**src/rtl/seg_xlate_pkg.sv**
```systemverilog
`timescale 1ns/1ps
package seg_xlate_pkg;

   // Descriptor field selector used by the register port.
   typedef enum logic [1:0] {
      FLD_LBASE = 2'd0,
      FLD_PBASE = 2'd1,
      FLD_CTRL  = 2'd2,
      FLD_NONE  = 2'd3
   } seg_fld_e;

   // Control word layout.
   localparam int unsigned CTRL_VLD_BIT = 0;
   localparam int unsigned CTRL_WEN_BIT = 1;
   localparam int unsigned CTRL_SZ_LSB  = 4;

endpackage

```
**src/rtl/seg_reg_port.sv**
```systemverilog
`timescale 1ns/1ps
module seg_reg_port #(
   parameter int unsigned IDX_W    = 5,
   parameter int unsigned DW       = 16,
   parameter int unsigned REG_WAIT = 8
) (
   input  logic             clk,
   input  logic             rst_n,
   input  logic             cs_i,
   input  logic             rw_i,
   input  logic [IDX_W-1:0] idx_i,
   input  logic [1:0]       fld_i,
   input  logic [DW-1:0]    wdata_i,
   input  logic [DW-1:0]    tbl_rdata_i,
   output logic             busy_o,
   output logic             commit_o,
   output logic [IDX_W-1:0] cmd_idx_o,
   output logic [1:0]       cmd_fld_o,
   output logic [DW-1:0]    cmd_wdata_o,
   output logic             ack_o,
   output logic [DW-1:0]    rdata_o
);

   localparam int unsigned      CNT_W    = $clog2(REG_WAIT + 1);
   localparam logic [CNT_W-1:0] CNT_LOAD = CNT_W'(REG_WAIT - 1);
   localparam logic [CNT_W-1:0] CNT_ONE  = CNT_W'(1);

   logic             busy_q;
   logic [CNT_W-1:0] cnt_q;
   logic             rw_q;
   logic [IDX_W-1:0] idx_q;
   logic [1:0]       fld_q;
   logic [DW-1:0]    wdata_q;
   logic             ack_q;
   logic [DW-1:0]    rdata_q;
   logic             last_w;

   assign last_w = busy_q && (cnt_q == '0);

   always_ff @(posedge clk) begin
      if (!rst_n) begin
         busy_q  <= 1'b0;
         cnt_q   <= '0;
         rw_q    <= 1'b0;
         idx_q   <= '0;
         fld_q   <= '0;
         wdata_q <= '0;
         ack_q   <= 1'b0;
         rdata_q <= '0;
      end else begin
         ack_q <= 1'b0;
         if (busy_q) begin
            if (last_w) begin
               busy_q  <= 1'b0;
               ack_q   <= 1'b1;
               rdata_q <= rw_q ? '0 : tbl_rdata_i;
            end else begin
               cnt_q <= cnt_q - CNT_ONE;
            end
         end else if (cs_i) begin
            busy_q  <= 1'b1;
            cnt_q   <= CNT_LOAD;
            rw_q    <= rw_i;
            idx_q   <= idx_i;
            fld_q   <= fld_i;
            wdata_q <= wdata_i;
         end
      end
   end

   assign busy_o      = busy_q;
   assign commit_o    = last_w && rw_q;
   assign cmd_idx_o   = idx_q;
   assign cmd_fld_o   = fld_q;
   assign cmd_wdata_o = wdata_q;
   assign ack_o       = ack_q;
   assign rdata_o     = rdata_q;

endmodule

```
**src/rtl/seg_desc_table.sv**
```systemverilog
`timescale 1ns/1ps
module seg_desc_table
   import seg_xlate_pkg::*;
#(
   parameter int unsigned N     = 32,
   parameter int unsigned IDX_W = 5,
   parameter int unsigned HB    = 16,
   parameter int unsigned PB    = 16,
   parameter int unsigned SZ_W  = 4,
   parameter int unsigned DW    = 16
) (
   input  logic                     clk,
   input  logic                     rst_n,
   input  logic                     we_i,
   input  logic [IDX_W-1:0]         idx_i,
   input  logic [1:0]               fld_i,
   input  logic [DW-1:0]            wdata_i,
   output logic [DW-1:0]            rdata_o,
   output logic [N-1:0]             vld_o,
   output logic [N-1:0]             wen_o,
   output logic [N-1:0][SZ_W-1:0]   sz_o,
   output logic [N-1:0][HB-1:0]     lbase_o,
   output logic [N-1:0][PB-1:0]     pbase_o
);

   localparam bit FULL_MAP = (N == (1 << IDX_W));

   for (genvar i = 0; i < N; i++) begin : g_ent
      logic            hit_w;
      logic            vld_q;
      logic            wen_q;
      logic [SZ_W-1:0] sz_q;
      logic [HB-1:0]   lb_q;
      logic [PB-1:0]   pb_q;

      assign hit_w = we_i && (idx_i == IDX_W'(i));

      always_ff @(posedge clk) begin
         if (!rst_n) begin
            vld_q <= 1'b0;
            wen_q <= 1'b0;
            sz_q  <= '0;
            lb_q  <= '0;
            pb_q  <= '0;
         end else if (hit_w) begin
            case (seg_fld_e'(fld_i))
               FLD_LBASE: lb_q <= wdata_i[HB-1:0];
               FLD_PBASE: pb_q <= wdata_i[PB-1:0];
               FLD_CTRL: begin
                  vld_q <= wdata_i[CTRL_VLD_BIT];
                  wen_q <= wdata_i[CTRL_WEN_BIT];
                  sz_q  <= wdata_i[CTRL_SZ_LSB +: SZ_W];
               end
               default: ;
            endcase
         end
      end

      assign vld_o[i]   = vld_q;
      assign wen_o[i]   = wen_q;
      assign sz_o[i]    = sz_q;
      assign lbase_o[i] = lb_q;
      assign pbase_o[i] = pb_q;
   end

   // Index range guard only exists when the index field can exceed the table.
   logic idx_ok_w;
   if (FULL_MAP) begin : g_full
      assign idx_ok_w = 1'b1;
   end else begin : g_part
      assign idx_ok_w = (idx_i < IDX_W'(N));
   end

   always_comb begin
      rdata_o = '0;
      if (idx_ok_w) begin
         case (seg_fld_e'(fld_i))
            FLD_LBASE: rdata_o[HB-1:0] = lbase_o[idx_i];
            FLD_PBASE: rdata_o[PB-1:0] = pbase_o[idx_i];
            FLD_CTRL: begin
               rdata_o[CTRL_VLD_BIT]            = vld_o[idx_i];
               rdata_o[CTRL_WEN_BIT]            = wen_o[idx_i];
               rdata_o[CTRL_SZ_LSB +: SZ_W]     = sz_o[idx_i];
            end
            default: ;
         endcase
      end
   end

endmodule

```
**src/rtl/seg_cam_match.sv**
```systemverilog
`timescale 1ns/1ps
module seg_cam_match #(
   parameter int unsigned N     = 32,
   parameter int unsigned HB    = 16,
   parameter int unsigned SZ_W  = 4,
   parameter int unsigned IDX_W = 5
) (
   input  logic [HB-1:0]            la_hi_i,
   input  logic [N-1:0]             vld_i,
   input  logic [N-1:0][SZ_W-1:0]   sz_i,
   input  logic [N-1:0][HB-1:0]     lbase_i,
   output logic                     hit_o,
   output logic [IDX_W-1:0]         sel_o,
   output logic [HB-1:0]            mask_o
);

   logic [N-1:0]         match_w;
   logic [N-1:0][HB-1:0] mask_w;

   // One masked comparator per descriptor, all evaluated in parallel.
   for (genvar i = 0; i < N; i++) begin : g_cmp
      assign mask_w[i]  = {HB{1'b1}} << sz_i[i];
      assign match_w[i] = vld_i[i] && (((la_hi_i ^ lbase_i[i]) & mask_w[i]) == '0);
   end

   // Lowest index wins: scan from the top so the smallest match is kept last.
   always_comb begin
      hit_o  = |match_w;
      sel_o  = '0;
      mask_o = '1;
      for (int i = N - 1; i >= 0; i--) begin
         if (match_w[i]) begin
            sel_o  = IDX_W'(i);
            mask_o = mask_w[i];
         end
      end
   end

endmodule

```
**src/rtl/seg_xlate_unit.sv**
```systemverilog
`timescale 1ns/1ps
module seg_xlate_unit
   import seg_xlate_pkg::*;
#(
   parameter int unsigned N_SEG     = 32,
   parameter int unsigned LA_W      = 24,
   parameter int unsigned PA_W      = 24,
   parameter int unsigned MIN_SHIFT = 8,
   parameter int unsigned SZ_W      = 4,
   parameter int unsigned DW        = 16,
   parameter int unsigned REG_WAIT  = 8,
   localparam int unsigned IDX_W    = $clog2(N_SEG)
) (
   input  logic             clk,
   input  logic             rst_n,
   input  logic             as_i,
   input  logic             wr_i,
   input  logic [LA_W-1:0]  la_i,
   input  logic             cs_i,
   input  logic             reg_wr_i,
   input  logic [IDX_W-1:0] reg_idx_i,
   input  logic [1:0]       reg_fld_i,
   input  logic [DW-1:0]    reg_wdata_i,
   output logic [PA_W-1:0]  pbus_o,
   output logic             pa_stb_o,
   output logic             fault_o,
   output logic             reg_ack_o
);

   localparam int unsigned HB = LA_W - MIN_SHIFT;
   localparam int unsigned PB = PA_W - MIN_SHIFT;

   // Elaboration-time parameter checks.
   if (N_SEG < 2) begin : g_bad_n
      $error("seg_xlate_unit: N_SEG must be at least 2");
   end
   if (REG_WAIT < 8 || REG_WAIT > 20) begin : g_bad_wait
      $error("seg_xlate_unit: REG_WAIT must lie in 8..20");
   end
   if (LA_W <= MIN_SHIFT || HB < (1 << SZ_W) - 1) begin : g_bad_la
      $error("seg_xlate_unit: LA_W too narrow for the size codes");
   end
   if (PA_W < LA_W) begin : g_bad_pa
      $error("seg_xlate_unit: PA_W must not be below LA_W");
   end
   if (DW < PB || DW < CTRL_SZ_LSB + SZ_W || PA_W < DW) begin : g_bad_dw
      $error("seg_xlate_unit: DW does not fit the descriptor fields or output bus");
   end

   // Register port
   logic             busy_w;
   logic             commit_w;
   logic [IDX_W-1:0] cmd_idx_w;
   logic [1:0]       cmd_fld_w;
   logic [DW-1:0]    cmd_wdata_w;
   logic             ack_w;
   logic [DW-1:0]    port_rdata_w;
   logic [DW-1:0]    tbl_rdata_w;

   seg_reg_port #(
      .IDX_W    (IDX_W),
      .DW       (DW),
      .REG_WAIT (REG_WAIT)
   ) u_port (
      .clk         (clk),
      .rst_n       (rst_n),
      .cs_i        (cs_i),
      .rw_i        (reg_wr_i),
      .idx_i       (reg_idx_i),
      .fld_i       (reg_fld_i),
      .wdata_i     (reg_wdata_i),
      .tbl_rdata_i (tbl_rdata_w),
      .busy_o      (busy_w),
      .commit_o    (commit_w),
      .cmd_idx_o   (cmd_idx_w),
      .cmd_fld_o   (cmd_fld_w),
      .cmd_wdata_o (cmd_wdata_w),
      .ack_o       (ack_w),
      .rdata_o     (port_rdata_w)
   );

   // Descriptor storage
   logic [N_SEG-1:0]           vld_w;
   logic [N_SEG-1:0]           wen_w;
   logic [N_SEG-1:0][SZ_W-1:0] sz_w;
   logic [N_SEG-1:0][HB-1:0]   lb_w;
   logic [N_SEG-1:0][PB-1:0]   pb_w;

   seg_desc_table #(
      .N     (N_SEG),
      .IDX_W (IDX_W),
      .HB    (HB),
      .PB    (PB),
      .SZ_W  (SZ_W),
      .DW    (DW)
   ) u_tbl (
      .clk     (clk),
      .rst_n   (rst_n),
      .we_i    (commit_w),
      .idx_i   (cmd_idx_w),
      .fld_i   (cmd_fld_w),
      .wdata_i (cmd_wdata_w),
      .rdata_o (tbl_rdata_w),
      .vld_o   (vld_w),
      .wen_o   (wen_w),
      .sz_o    (sz_w),
      .lbase_o (lb_w),
      .pbase_o (pb_w)
   );

   // Associative lookup
   logic [HB-1:0]    la_hi_w;
   logic             hit_w;
   logic [IDX_W-1:0] sel_w;
   logic [HB-1:0]    mask_w;

   assign la_hi_w = la_i[LA_W-1:MIN_SHIFT];

   seg_cam_match #(
      .N     (N_SEG),
      .HB    (HB),
      .SZ_W  (SZ_W),
      .IDX_W (IDX_W)
   ) u_cam (
      .la_hi_i (la_hi_w),
      .vld_i   (vld_w),
      .sz_i    (sz_w),
      .lbase_i (lb_w),
      .hit_o   (hit_w),
      .sel_o   (sel_w),
      .mask_o  (mask_w)
   );

   // Relocation: base above the boundary, logical offset below it.
   logic [PB-1:0]   mext_w;
   logic [PB-1:0]   lhx_w;
   logic [PB-1:0]   pa_hi_w;
   logic [PA_W-1:0] pa_w;

   always_comb begin
      mext_w          = '1;
      mext_w[HB-1:0]  = mask_w;
      lhx_w           = '0;
      lhx_w[HB-1:0]   = la_hi_w;
      pa_hi_w         = (pb_w[sel_w] & mext_w) | (lhx_w & ~mext_w);
      pa_w            = {pa_hi_w, la_i[MIN_SHIFT-1:0]};
   end

   // Permission check and result registers
   logic accept_w;
   logic deny_w;
   logic stb_q;
   logic fault_q;
   logic [PA_W-1:0] pa_q;

   assign accept_w = as_i && !busy_w;
   assign deny_w   = !hit_w || (wr_i && !wen_w[sel_w]);

   always_ff @(posedge clk) begin
      if (!rst_n) begin
         stb_q   <= 1'b0;
         fault_q <= 1'b0;
         pa_q    <= '0;
      end else begin
         stb_q   <= accept_w && !deny_w;
         fault_q <= accept_w && deny_w;
         if (accept_w) begin
            pa_q <= pa_w;
         end
      end
   end

   // Shared output pins: register data during acknowledge, else the address.
   logic [PA_W-1:0] rd_ext_w;
   always_comb begin
      rd_ext_w         = '0;
      rd_ext_w[DW-1:0] = port_rdata_w;
   end

   assign pbus_o    = ack_w ? rd_ext_w : pa_q;
   assign pa_stb_o  = stb_q;
   assign fault_o   = fault_q;
   assign reg_ack_o = ack_w;

endmodule

```
**config.mk**
```make
export PLATFORM = sky130hd
export DESIGN_NAME = seg_xlate_unit
export DESIGN_NICKNAME = d
export VERILOG_FILES = /design/src/rtl/seg_xlate_pkg.sv /design/src/rtl/seg_reg_port.sv /design/src/rtl/seg_desc_table.sv /design/src/rtl/seg_cam_match.sv /design/src/rtl/seg_xlate_unit.sv
export SDC_FILE = /design/constraint.sdc
export NUM_CORES = 2
export LEC_CHECK = 0
export ABC_CLOCK_PERIOD_IN_PS = 8600
export BUFFER_PORTS_ARGS = -buffer_cell sky130_fd_sc_hd__buf_2
export CORE_MARGIN = 2
export CORE_UTILIZATION = 55
export CTS_BUF_LIST = sky130_fd_sc_hd__clkbuf_8 sky130_fd_sc_hd__clkbuf_16
export DETAILED_ROUTE_END_ITERATION = 6
export GPL_TIMING_DRIVEN = 0
export PLACE_DENSITY = 0.71
export REMOVE_ABC_BUFFERS = 1
export SLEW_MARGIN = 20
export SYNTH_ARGS = -nofsm -noshare
export SYNTH_HDL_FRONTEND = slang
export SYNTH_SLANG_ARGS = --single-unit
```
**constraint.sdc**
```tcl
create_clock -name clk -period 8.6 [get_ports clk]
set_input_delay 0.43 -clock clk [delete_from_list [all_inputs] [get_ports clk]]
set_output_delay 0.43 -clock clk [all_outputs]
set_load 0.01 [all_outputs]
```
# == Yosys cells after proc, flatten, opt, wreduce, memory -nomap -nowiden ==
# Index checks and enable logic that the tools add are counted.
# word_totals
out_inout_bits,27
wordCells,612
reg_bits,1288
# op_classes
add_sub_neg,1
n_shift,32
bitwise_logic,69
n_eq_ne,34
n_reduce_logical,212
mux,91
magnitude_cmp,2
# ops
cell,count
16-bit 2-to-1 mux,36
16-bit bitwise AND,34
16-bit logical NOT,32
16-bit by 4-bit << shifter with 16-bit output (first input constant),32
16-bit bitwise XOR,32
16-bit binary-select mux with 5-bit select,3
2-bit AND reduction,100
5-bit 2-to-1 mux,32
5-bit equality test (second input constant),16
1-bit logical AND,70
5-bit by 4-bit equality test with 1-bit output (second input constant),8
32-bit OR reduction,1
24-bit 2-to-1 mux,1
4-bit binary-select mux with 5-bit select,1
5-bit by 3-bit equality test with 1-bit output (second input constant),4
4-bit 2-to-1 mux,4
16-bit NOT,1
16-bit bitwise OR,1
8-bit case mux with 2 select lines,1
1-bit binary-select mux with 5-bit select,3
5-bit by 6-bit < comparator with 1-bit output (second input constant),2
4-bit case mux with 3 select lines,1
5-bit by 2-bit equality test with 1-bit output (second input constant),2
1-bit 2-to-1 mux,7
14 further kinds,17

# == Logic depth before layout (Yosys ltp) ==
# logic_depth
depth_word,43
mapped_depth,22

# == Hierarchy ==
# Synthesis repeated with hierarchy kept, for this count alone.
# hier_totals
cells_unflattened,9666
area_unflattened_um2,80915.1
# modules_own_cells
module,area_each_um2,cells_per_inst,instances
seg_desc_table,56118.8,6353,1
seg_cam_match,17075.1,2572,1
seg_xlate_unit,5865.6,531,1
seg_reg_port,1855.5,210,1

# == Least setup slack after synthesis ==
# OpenSTA, ideal clock, no wires.
# synth_path
path_type,input to register
startpoint,in la_i[21]
endpoint,reg pa_q[13]
slack_ns,4.407
setup_time_ns,0.133
path_stages,19
n_path_buf,5
required_ns,8.467
t_arrival_ns,4.060
path_cell_list,buf_4 > buf_6 > buf_6 > buf_6 > xor2_1 > a211oi_1 > o2111ai_1 > or4b_4 > clkinv_2 > nor2_1 > a2111oi_4 > a21o_2 > buf_6 > mux2_2 > a221o_1 > o22ai_1 > o32ai_1 > o41ai_1 > a21oi_1
# synth_via
elab_chain_len,40
# synth_rtl
item,line,text
from (decl),seg_xlate_unit.sv:18,"input logic [LA_W-1:0] la_i,"
16-bit bitwise XOR,seg_cam_match.sv:23,assign match_w[i] = vld_i[i] && (((la_hi_i ^ lbase_i[i]) & mask_w[i]) == '0);
16-bit bitwise AND,seg_cam_match.sv:23,
16-bit logical NOT,seg_cam_match.sv:23,
1-bit logical AND,seg_cam_match.sv:23,
5-bit 2-to-1 mux (32 in a row),seg_cam_match.sv:32,if (match_w[i]) begin
16-bit binary-select mux with 5-bit select,seg_xlate_unit.sv:145,pa_hi_w = (pb_w[sel_w] & mext_w) | (lhx_w & ~mext_w);
16-bit 2-to-1 mux (not written as such),seg_xlate_unit.sv:145,
16-bit bitwise AND,seg_xlate_unit.sv:145,
16-bit bitwise OR *,seg_xlate_unit.sv:145,
to (signal assigned),seg_xlate_unit.sv:168,pa_q <= pa_w;
to (decl),seg_xlate_unit.sv:154,logic [PA_W-1:0] pa_q;
# Every way passes the cells marked *; elsewhere a longest branch is shown, timed or not. The select of a mux whose other input is x is not followed.
# A chain may end at the register's enable or synchronous reset.

# == Worst setup path in the final report ==
# layout_path
startpoint,reg u_tbl.g_ent[23].sz_q[3]
endpoint,reg pa_q[21]
# layout_via
elab_chain_len,32
# layout_rtl
item,line,text
from (decl),seg_desc_table.sv:32,logic [SZ_W-1:0] sz_q;
from (signal assigned),seg_desc_table.sv:52,sz_q <= wdata_i[CTRL_SZ_LSB +: SZ_W];
16-bit by 4-bit << shifter with 16-bit output *,seg_cam_match.sv:22,assign mask_w[i] = {HB{1'b1}} << sz_i[i];
16-bit bitwise AND,seg_cam_match.sv:23,
16-bit logical NOT,seg_cam_match.sv:23,
1-bit logical AND,seg_cam_match.sv:23,
5-bit 2-to-1 mux (24 in a row),seg_cam_match.sv:32,
16-bit binary-select mux with 5-bit select,seg_xlate_unit.sv:145,
16-bit 2-to-1 mux (not written as such),seg_xlate_unit.sv:145,
16-bit bitwise AND,seg_xlate_unit.sv:145,
16-bit bitwise OR *,seg_xlate_unit.sv:145,
# Marks and branches as above.

==> run_results.csv <==
group,metric,value,unit
status,status,"finished with violations",
status,violations,"design-rule violations",
clock_network,cts.htree.levels,4,
die,coreArea,140000,um2
global_route,grt_max_degree,138,
die,die_area,143000,um2
die,die_y,379,um
die,rows,137,
worst_setup_path,reg2reg_from,"u_tbl.g_ent[23].sz_q[3]$_SDFFE_PN0P_",
timing,fin_crit,8.54,ns
timing,report.final.slew_viol_count,0,
clock_network,clk_latency,0.84,ns
finish,post-route-util,0.609,
timing,worst_clock_skew,0.0676,ns
worst_setup_path,critPathRequiredTime,9.28,ns
route,drtIter0Drc,14300,
logic_synthesis,synth_cell_type_count,110,
global_route,antenna_found_initial,41,
finish,drive_gt1_frac,0.118,
min_path,min_path_type,"input pin to register",
route,drc,1,
timing,holdWs,0.0555,ns
logic_synthesis,seq_area_frac_synth,0.334,
worst_setup_path,worst_setup_path_start_kind,"register",
timing,final-hold-violation-count,0,
pwr,power,13.7,mW
clock_network,clk_pin_slew,0.06,ns
logic_synthesis,yosys_warnings,0,
flow_run,cap_violations,0,
finish,area_growth,9.98,%
die,die_w,379,um
worst_setup_path,reg2reg_depth,19,
placement,place_area,79500,um2
placement,hpwlAfterDp,268,mm
global_route,grt_usage,0.512,
route,dr_total_vias,80200,
worst_setup_path,ff2ff_setup_slack,0.06,ns
global_route,overflow,0,
logic_synthesis,async_flop_share,0,
finish,layout.nets,9384,
clock_network,post_cts_buffers,0,
timing,fin_crit_sh,0.993,
timing,fin_tns_setup,0,ns
global_route,grt_pass1_vias,72800,
logic_synthesis,netlist_area,77200,um2
pwr,p_leak,27.4,nW
clock_network,postCtsHoldBufs,34,
worst_setup_path,worstPathArrival,9.22,ns
finish,fillers,12400,
die,io_pins,80,
logic_synthesis,postSynthCellCount,9876,
placement,gp_congestion,1.07,
clock_network,cts_resized,0,
placement,portBuffers,79,
clock_network,cts_tree,"yes",
die,start_util,0.554,
min_path,min-delay-start,"as_i",
clock_network,clock-sinks,1288,
timing,finalSetupViolCount,0,
min_path,hold_depth,4,
logic_synthesis,ys_ff_latch,1288,
worst_setup_path,crit_type,"register to register",
timing,rsz0062_at_grt,"no",
worst_setup_path,worstSetupEndpointType,"register",
route,drt_pass1_iterations,7,
worst_setup_path,critical_path.max_fanout,23,
logic_synthesis,synth_edf_count,0,
finish,layout.cells.most_common,"nand2_1",
clock_network,root_buffer,"clkbuf_16",
timing,fmax,117,MHz
timing,slew_headroom,0.108,
timing,worst_slew_pin_slew,1.32,ns
min_path,hold_path_end,"pa_q[6]$_SDFFE_PN0P_",
clock_network,clock_path_buffers,3,
finish,post-route-cell-area,84900,um2
logic_synthesis,synth_ff_type,"dfxtp_1",
clock_network,cts_made_buffers,146,
pwr,ir_drop,194,uV
pwr,p_per_area,161,nW/um2
worst_setup_path,r2r_end,"pa_q[21]$_SDFFE_PN0P_",
route,vias_per_cell,7.07,
route,wl_per_cell,33.3,um
logic_synthesis,avgSynthCellArea,7.82,um2
route,routed_wl,377,mm
route,ant_nets,0,
global_route,grt_first_pass_wirelength,532,mm
finish,mostFrequentLayoutCells,"2821 x nand2_1, 1491 x a21oi_1, 1265 x dfxtp_1",
per-layer routing:
layer | vias up | routed length (um) | GRT usage | part of all wire
met1 | 38400 | 137000 | 0.661 | 0.36
met5 | - | 272 | 0 | 0.00072
met3 | 1441 | 59300 | 0.201 | 0.16
met2 | 6682 | 149000 | 0.698 | 0.40
met4 | 36 | 31700 | 0.351 | 0.084
li1 | 33700 | - | - | -
critical path, stage by stage (launching register included):
cell and delay, ns:
dfxtp_1 0.82, o211ai_1 0.32, a22o_1 0.28, a2111oi_1 0.40, nand4_1 1.02, nand2_1 0.77, a311o_1 0.61, a2111oi_4 0.28
nor2_4 0.58, buf_12 0.27, buf_16 0.20, buf_12 0.21, buf_16 0.18, nor2_4 0.16, buf_12 0.24, a221o_1 0.33
a21oi_1 0.27, o21ai_0 0.53, nor4_1 0.71, nor4_1 0.10
how the worst max path moves through the flow:
stage	from	to	slack, ns	depth (start not counted)
global placement	rst_n	pa_stb_o$_SDFF_PN0_	-26.29	4
CTS	u_tbl.g_ent[22].sz_q[3]$_SDFFE_PN0P_	pa_q[21]$_SDFFE_PN0P_	0.73	19
detailed placement	la_i[21]	pa_q[21]$_SDFFE_PN0P_	0.24	20
floorplan	rst_n	pa_q[12]$_SDFFE_PN0P_	-12.44	5
finish	u_tbl.g_ent[23].sz_q[3]$_SDFFE_PN0P_	pa_q[21]$_SDFFE_PN0P_	0.06	19
global route	u_tbl.g_ent[23].sz_q[3]$_SDFFE_PN0P_	pa_q[21]$_SDFFE_PN0P_	0.24	19
logic make-up after synthesis:
family                   share of synthesized area
buffers and inverters                       0.0571
multiplexers                                 0.141
flip-flops                                   0.334
AO/OA/AOI/OAI                                0.205
adder cells (fa/ha/maj)                   0.000583
XOR/XNOR                                    0.0583
AND/OR/NAND/NOR                              0.205
power by group:
part	total, mW	switching [mW]	internal, mW
Clock	6.57	2.88	3.69
Sequential	6.09	0.107	5.98
Combinational	1.01	0.689	0.325
registers in the layout, indices dropped and copies added (netlist names), 2 cells and up:
| name | cells |
|---|---|
| u_tbl.g_ent.lb_q | 512 |
| u_tbl.g_ent.pb_q | 512 |
| u_tbl.g_ent.sz_q | 128 |
| u_tbl.g_ent.vld_q | 32 |
| u_tbl.g_ent.wen_q | 32 |
| pa_q | 24 |
| u_port.cmd_wdata_o | 16 |
| u_port.rdata_o | 16 |
| u_port.cmd_idx_o | 5 |
| u_port.cnt_q | 4 |
| u_port.cmd_fld_o | 2 |
area by class of cell:
type | count | area (um2) | area share
inverters | 63 | 245 | 0.00289
repair buffers | 267 | 3940 | 0.0464
clock buffers | 182 | 4170 | 0.0491
diodes | 13 | 32.5 | 0.000383
well taps | 1876 | 2350 | 0.0276
clock inverters | 87 | 871 | 0.0103
flip-flops and latches | 1288 | 25900 | 0.304
multi-input cells | 7563 | 47500 | 0.559
per-stage QoR:
stage,std cells,setup WS [ns]
3_5_place_dp,11000,0.243
4_1_cts,11300,0.734
5_1_grt,11300,0.239
3_3_place_gp,10900,-26.29
2_1_floorplan,8914,-12.44
6_report,11300,0.0604
synthesized netlist by cell type (30+ instances only):
library cell | number | area [um2]
o31ai_1 | 30 | 225
a22oi_1 | 43 | 323
xor2_1 | 258 | 2260
a211oi_1 | 79 | 593
xnor2_1 | 254 | 2220
o21a_1 | 30 | 225
o22ai_1 | 43 | 269
buf_1 | 71 | 267
buf_4 | 33 | 248
o211ai_1 | 74 | 556
mux2_2 | 46 | 518
a21oi_1 | 1491 | 7460
nand3_1 | 179 | 896
nor3_1 | 103 | 515
and2_1 | 49 | 307
nor2b_1 | 38 | 238
nand2_1 | 2832 | 10600
a31oi_1 | 53 | 332
nor4_1 | 43 | 269
o21ai_0 | 336 | 1680
dfxtp_1 | 1288 | 25800
nor2_1 | 331 | 1240
mux4_2 | 392 | 8830
buf_6 | 45 | 507
buf_2 | 70 | 350
or3_1 | 31 | 194
inv_1 | 61 | 229
and3_1 | 41 | 257
clkbuf_1 | 740 | 2780
a21o_1 | 34 | 255
mux2i_1 | 152 | 1520
nand4_1 | 44 | 275
a221oi_1 | 55 | 482
(Power assumes the default switching activity.)
